`config.mk`:
```
export PLATFORM = sky130hd
export DESIGN_NAME = pll_boot_seq
export DESIGN_NICKNAME = d
export VERILOG_FILES = /design/src/rtl/pll_boot_seq.sv
export SDC_FILE = /design/constraint.sdc
export NUM_CORES = 1
export LEC_CHECK = 0
export ABC_AREA = 1
export BUFFER_PORTS_ARGS = -buffer_cell sky130_fd_sc_hd__clkbuf_2
export CAP_MARGIN = 10
export CORE_MARGIN = 2
export CORE_UTILIZATION = 43
export CTS_BUF_LIST = sky130_fd_sc_hd__clkbuf_16
export DETAILED_ROUTE_END_ITERATION = 10
export GPL_ROUTABILITY_DRIVEN = 0
export PLACE_DENSITY_LB_ADDON = 0.2
export SYNTH_ARGS = -nofsm -noshare
export SYNTH_HDL_FRONTEND = slang
export SYNTH_SLANG_ARGS = --single-unit
```
`constraint.sdc`:
```
create_clock -name clk_ref -period 9.08 [get_ports clk_ref]
set_clock_uncertainty 0.05 [all_clocks]
set_input_delay 0.454 -clock clk_ref [delete_from_list [all_inputs] [get_ports clk_ref]]
set_output_delay 0.454 -clock clk_ref [all_outputs]
set_load 0.1 [all_outputs]
```
`src/rtl/pll_boot_seq.sv`:
```
module pll_boot_seq #(
  parameter int REF_KHZ      = 25000,
  parameter int LOCK_PER_DIV = 500,
  parameter int MULT_W       = 13,
  parameter int DIV_W        = 6,
  parameter int SWITCH_CYC   = 4
) (
  input  logic              clk_ref,
  input  logic              rst_n,
  input  logic              bypass_strap,
  input  logic              start,
  input  logic [MULT_W-1:0] mult_in,
  input  logic [DIV_W-1:0]  div_in,
  output logic              pll_en,
  output logic              pll_bypass,
  output logic              pll_pwrdn,
  output logic              pll_rst,
  output logic              sat_en,
  output logic [MULT_W-1:0] mult_out,
  output logic [DIV_W-1:0]  div_out,
  output logic [7:0]        bw_lo,
  output logic [MULT_W-10:0] bw_hi,
  output logic              busy,
  output logic              done
);
  localparam int BW_W      = MULT_W - 1;
  localparam int PWRUP_CYC = (100 * REF_KHZ + 999) / 1000;
  localparam int PD_CYC    = (5 * REF_KHZ + 999) / 1000;
  localparam int RST_CYC   = (7 * REF_KHZ + 999) / 1000;
  localparam int LOCK_MAX  = LOCK_PER_DIV * (1 << DIV_W);
  localparam int MAX_A     = (PWRUP_CYC > LOCK_MAX) ? PWRUP_CYC : LOCK_MAX;
  localparam int MAX_B     = (PD_CYC > RST_CYC) ? PD_CYC : RST_CYC;
  localparam int MAX_C     = (MAX_B > SWITCH_CYC) ? MAX_B : SWITCH_CYC;
  localparam int CNT_MAX   = (MAX_A > MAX_C) ? MAX_A : MAX_C;
  localparam int CNT_W     = $clog2(CNT_MAX + 1);

  typedef enum logic [3:0] {
    S_PWRUP, S_IDLE, S_SAT, S_PD, S_ENB, S_RST, S_LOCK, S_EXIT, S_ENA
  } state_t;

  state_t            state;
  logic [CNT_W-1:0]  cnt;
  logic [MULT_W-1:0] mult_q;
  logic [DIV_W-1:0]  div_q;
  logic [MULT_W-1:0] m_inc;
  logic [BW_W-1:0]   bw;
  logic [CNT_W-1:0]  lock_last;
  logic              cnt_zero;
  logic              accept;

  assign cnt_zero  = (cnt == '0);
  assign accept    = (state == S_IDLE) && start && !mult_in[MULT_W-1];
  assign m_inc     = mult_q + MULT_W'(1);
  assign bw        = m_inc[MULT_W-1:1] - BW_W'(1);
  assign lock_last = CNT_W'(LOCK_PER_DIV * (int'(div_q) + 1) - 1);
  assign busy      = (state != S_IDLE);

  always_ff @(posedge clk_ref) begin
    if (!rst_n) begin
      state      <= S_PWRUP;
      cnt        <= CNT_W'(PWRUP_CYC - 1);
      pll_en     <= 1'b0;
      pll_bypass <= bypass_strap;
      pll_pwrdn  <= 1'b0;
      pll_rst    <= 1'b0;
      sat_en     <= 1'b0;
      done       <= 1'b0;
      mult_q     <= '0;
      div_q      <= '0;
      mult_out   <= '0;
      div_out    <= '0;
      bw_lo      <= '0;
      bw_hi      <= '0;
    end else begin
      if (!cnt_zero) cnt <= cnt - CNT_W'(1);
      case (state)
        S_PWRUP: if (cnt_zero) state <= S_IDLE;
        S_IDLE: if (accept) begin
          done   <= 1'b0;
          mult_q <= mult_in;
          div_q  <= div_in;
          pll_en <= 1'b0;
          cnt    <= CNT_W'(SWITCH_CYC - 1);
          if (pll_bypass) begin
            sat_en <= 1'b1;
            state  <= S_SAT;
          end else begin
            pll_bypass <= 1'b1;
            state      <= S_ENB;
          end
        end
        S_SAT: if (cnt_zero) begin
          pll_bypass <= 1'b1;
          pll_pwrdn  <= 1'b1;
          cnt        <= CNT_W'(PD_CYC - 1);
          state      <= S_PD;
        end
        S_PD: if (cnt_zero) begin
          pll_pwrdn <= 1'b0;
          pll_en    <= 1'b0;
          cnt       <= CNT_W'(SWITCH_CYC - 1);
          state     <= S_ENB;
        end
        S_ENB: if (cnt_zero) begin
          mult_out <= mult_q;
          div_out  <= div_q;
          bw_lo    <= bw[7:0];
          bw_hi    <= bw[BW_W-1:8];
          pll_rst  <= 1'b1;
          cnt      <= CNT_W'(RST_CYC - 1);
          state    <= S_RST;
        end
        S_RST: if (cnt_zero) begin
          pll_rst <= 1'b0;
          cnt     <= lock_last;
          state   <= S_LOCK;
        end
        S_LOCK: if (cnt_zero) begin
          pll_bypass <= 1'b0;
          state      <= S_EXIT;
        end
        S_EXIT: begin
          pll_en <= 1'b1;
          state  <= S_ENA;
        end
        S_ENA: begin
          done  <= 1'b1;
          state <= S_IDLE;
        end
        default: state <= S_IDLE;
      endcase
    end
  end

  AST_DONE_NEEDS_EN: assert property (@(posedge clk_ref) disable iff (!rst_n)
    done |-> (pll_en && !pll_bypass));
  AST_EN_AFTER_BYPASS: assert property (@(posedge clk_ref) disable iff (!rst_n)
    $rose(pll_en) |-> !pll_bypass);
  AST_BYPASS_BEFORE_EN: assert property (@(posedge clk_ref) disable iff (!rst_n)
    $fell(pll_bypass) |-> !pll_en);
  AST_CFG_IN_BYPASS: assert property (@(posedge clk_ref) disable iff (!rst_n)
    !$stable(mult_out) |-> (!pll_en && pll_bypass && pll_rst));
  AST_PWRDN_IN_BYPASS: assert property (@(posedge clk_ref) disable iff (!rst_n)
    pll_pwrdn |-> (pll_bypass && !pll_en && !pll_rst));
  AST_RST_IN_BYPASS: assert property (@(posedge clk_ref) disable iff (!rst_n)
    pll_rst |-> (pll_bypass && !pll_en && !pll_pwrdn));
  AST_NO_START_WHILE_BUSY: assert property (@(posedge clk_ref) disable iff (!rst_n)
    (busy && $past(busy) && !$stable(div_out)) |-> pll_rst);
endmodule

```
==> results_dict.tcl <==
set metrics [dict create \
    status "finished clean" \
    relSlewSlack_pct 28.1 \
    cts_max_level 3 \
    drive_gt1_share_pct 14.1 \
    yosysSeqAreaShare_pct 28.2 \
    syn-num-nets 836 \
    crit_type "reg2reg" \
    cp_max_fo 9 \
    final-hold-violation-count 0 \
    final_util_pct 50.5 \
    dp_hpwl_um 10200 \
    cts_tree "built" \
    fin_crit_ns 5.10 \
    synth_top_area_share_pct 27.7 \
    final_common_cell "nand2_1" \
    cts_buffer_depth 2 \
    layout.nets 889 \
    p_total_mw 1.36 \
    period_share_pct 56.2 \
    worstSetupStartpointType "flop" \
    ys_ff_latch 75 \
    synth_top_cell_by_area "dfxtp_1" \
    die_x_um 116 \
    crit_slowest_cell "fa_1" \
    synth_ff_type "dfxtp_1" \
    io_pins 61 \
    insertion_delay_ns 0.34 \
    cp-end-kind "flop" \
    synthesis.area_um2 5350 \
    p_per_area_nw_per_um2 224 \
    antenna_cells 0 \
    layout_common_cells "nand2_1 (142), inv_1 (110), dfxtp_1 (74), nor2_1 (61), clkbuf_2 (60)" \
    cts_setup_buffers 0 \
    drt_iter0_drc 308 \
    setup_viol 0 \
    grt_pass1_wl_um 22600 \
    cpPeakStageDelay_ns 0.46 \
    cp.required_ns 9.24 \
    grt_use_met3_pct 3.71 \
    syn2layout_area_growth_pct 13.8 \
    antenna_found_initial 0 \
    viasPerCell 5.20 \
    core_area_um2 12100 \
    post_drt_wl_per_cell_um 13.4 \
    grtUsageMet1_pct 26.5 \
    yosysWarnings 0 \
    holdWs_ns 0.306 \
    overflow 0 \
    dieArea_um2 13400 \
    drc 0 \
    fmax_ghz 0.196 \
    busiest_layer "met2" \
    dp_cells 973 \
    final_max_slew_viol_count 0 \
    synthArstFlopShare_pct 0 \
    fin_setup_tns_ns 0 \
    met2_usage_pct 35.8 \
    avgSynthCellArea_um2 7.02 \
    rsz0062_at_grt "false" \
    grt.total_usage_pct 20.8 \
    grt_max_degree 62 \
    grt_pass1_vias 4936 \
    maxCapViolCount 0 \
    final_cell_count_no_fill 989 \
    synth_area_leaders "dfxtp_1 (28%), nand2_1 (10%), ha_1 (9.1%)" \
    cp.arrival_ns 5.26 \
    vias 5138 \
    synthDistinctLibCells 44 \
    tightestPinTransition_ns 1.08 \
    ant_nets 0 \
    synth-edff-count 1 \
    cts-resized-gates 0 \
    drt-total-wl_um 13200 \
    fp-row-count 40 \
    port_buffers 60 \
    hold_class "in2reg" \
    die_h_um 116 \
    cpMostUsedCell "nand2_1" \
    ctsHoldBuffers 0 \
    syn_inst 763 \
    initial_utilization_pct 44.4 \
    cts_sinks 75 \
    cts_buffers 9 \
    peakVddDrop_v 0.0000969 \
    clockRootBuffer "clkbuf_16" \
    power.static_leakage_nw 3.04 \
    clk_pin_slew_ns 0.06 \
    drtPass1Iterations 5 \
]
[sequential cells by signal (all words and copies together) (netlist names)]
signal,flops
cnt,15
mult_out,13
pll_rst,1
div_q,6
pll_bypass,1
done,1
bw_hi,4
sat_en,1
state,4
bw_lo,8
mult_q,13
div_out,6
pll_en,1
pll_pwrdn,1
[final timing paths]
path	startpoint	end	slack (ns)	cells past startpoint
setup reg to reg	div_q[0]	cnt[14]	3.98	26
hold / removal	mult_in[1]	mult_q[1]	0.31	3
setup / recovery	div_q[0]	cnt[14]	3.98	26
hold reg to reg	pll_en	pll_en	0.41	2
[final cells by class]
class                           count  area, um2
Clock inverter                      7       82.6
Fill cell                        1212       5970
Multi-Input combinational cell    551       3300
Tap cell                          168        210
Sequential cell                    75       1510
Inverter                          116        435
Timing Repair Buffer               63        323
Clock buffer                        9        225
[synth_stat cells, types with 11 or more instances]
| cell | count |
|---|---|
| a21oi_1 | 54 |
| a31oi_1 | 17 |
| clkbuf_1 | 11 |
| dfxtp_1 | 74 |
| fa_1 | 11 |
| ha_1 | 39 |
| inv_1 | 110 |
| nand2_1 | 142 |
| nand3_1 | 54 |
| nor2_1 | 61 |
| nor3_1 | 11 |
| o21ai_0 | 57 |
| xor2_1 | 20 |
[power breakdown]
part	total (mW)	leakage, nW	internal [mW]	switching [mW]
sequential	0.381	0.607	0.355	0.0252
clock	0.369	0.145	0.218	0.151
combinational	0.614	2.28	0.214	0.400
total	1.36	3.04	0.787	0.577
[metrics by stage]
step	setup slack, ns	area [um2]
6_report	3.98	6090
5_1_grt	3.48	6090
4_1_cts	3.97	6090
3_5_place_dp	4.00	5780
3_3_place_gp	4.17	5780
2_1_floorplan	4.52	5350
[worst max-delay path: cells and delay by family, from the launching register on]
kind / cells / cell delay [ns]
compound gates: 3 / 0.44
xor+xnor: 1 / 0.19
fa+ha+maj: 5 / 1.82
buf+inv: 5 / 0.66
flops: 1 / 0.45
simple gates: 12 / 1.36
[cells by family after synthesis]
logic type,Yosys count,synth area share (%)
DFF,75,28.2
and+or+nand+nor,315,27.0
buffers and inverters,137,10.0
adders and majority gates,50,13.2
xor gates and xnor gates,30,5.54
AOI/OAI and AO/OA,156,16.0
[layer usage]
layer | up-vias | wire length [um]
met5 | - | 0
met2 | 117 | 6430
met1 | 2390 | 6050
met4 | 0 | 195
met3 | 16 | 566
li1 | 2615 | -
(Power assumes the default switching activity.)
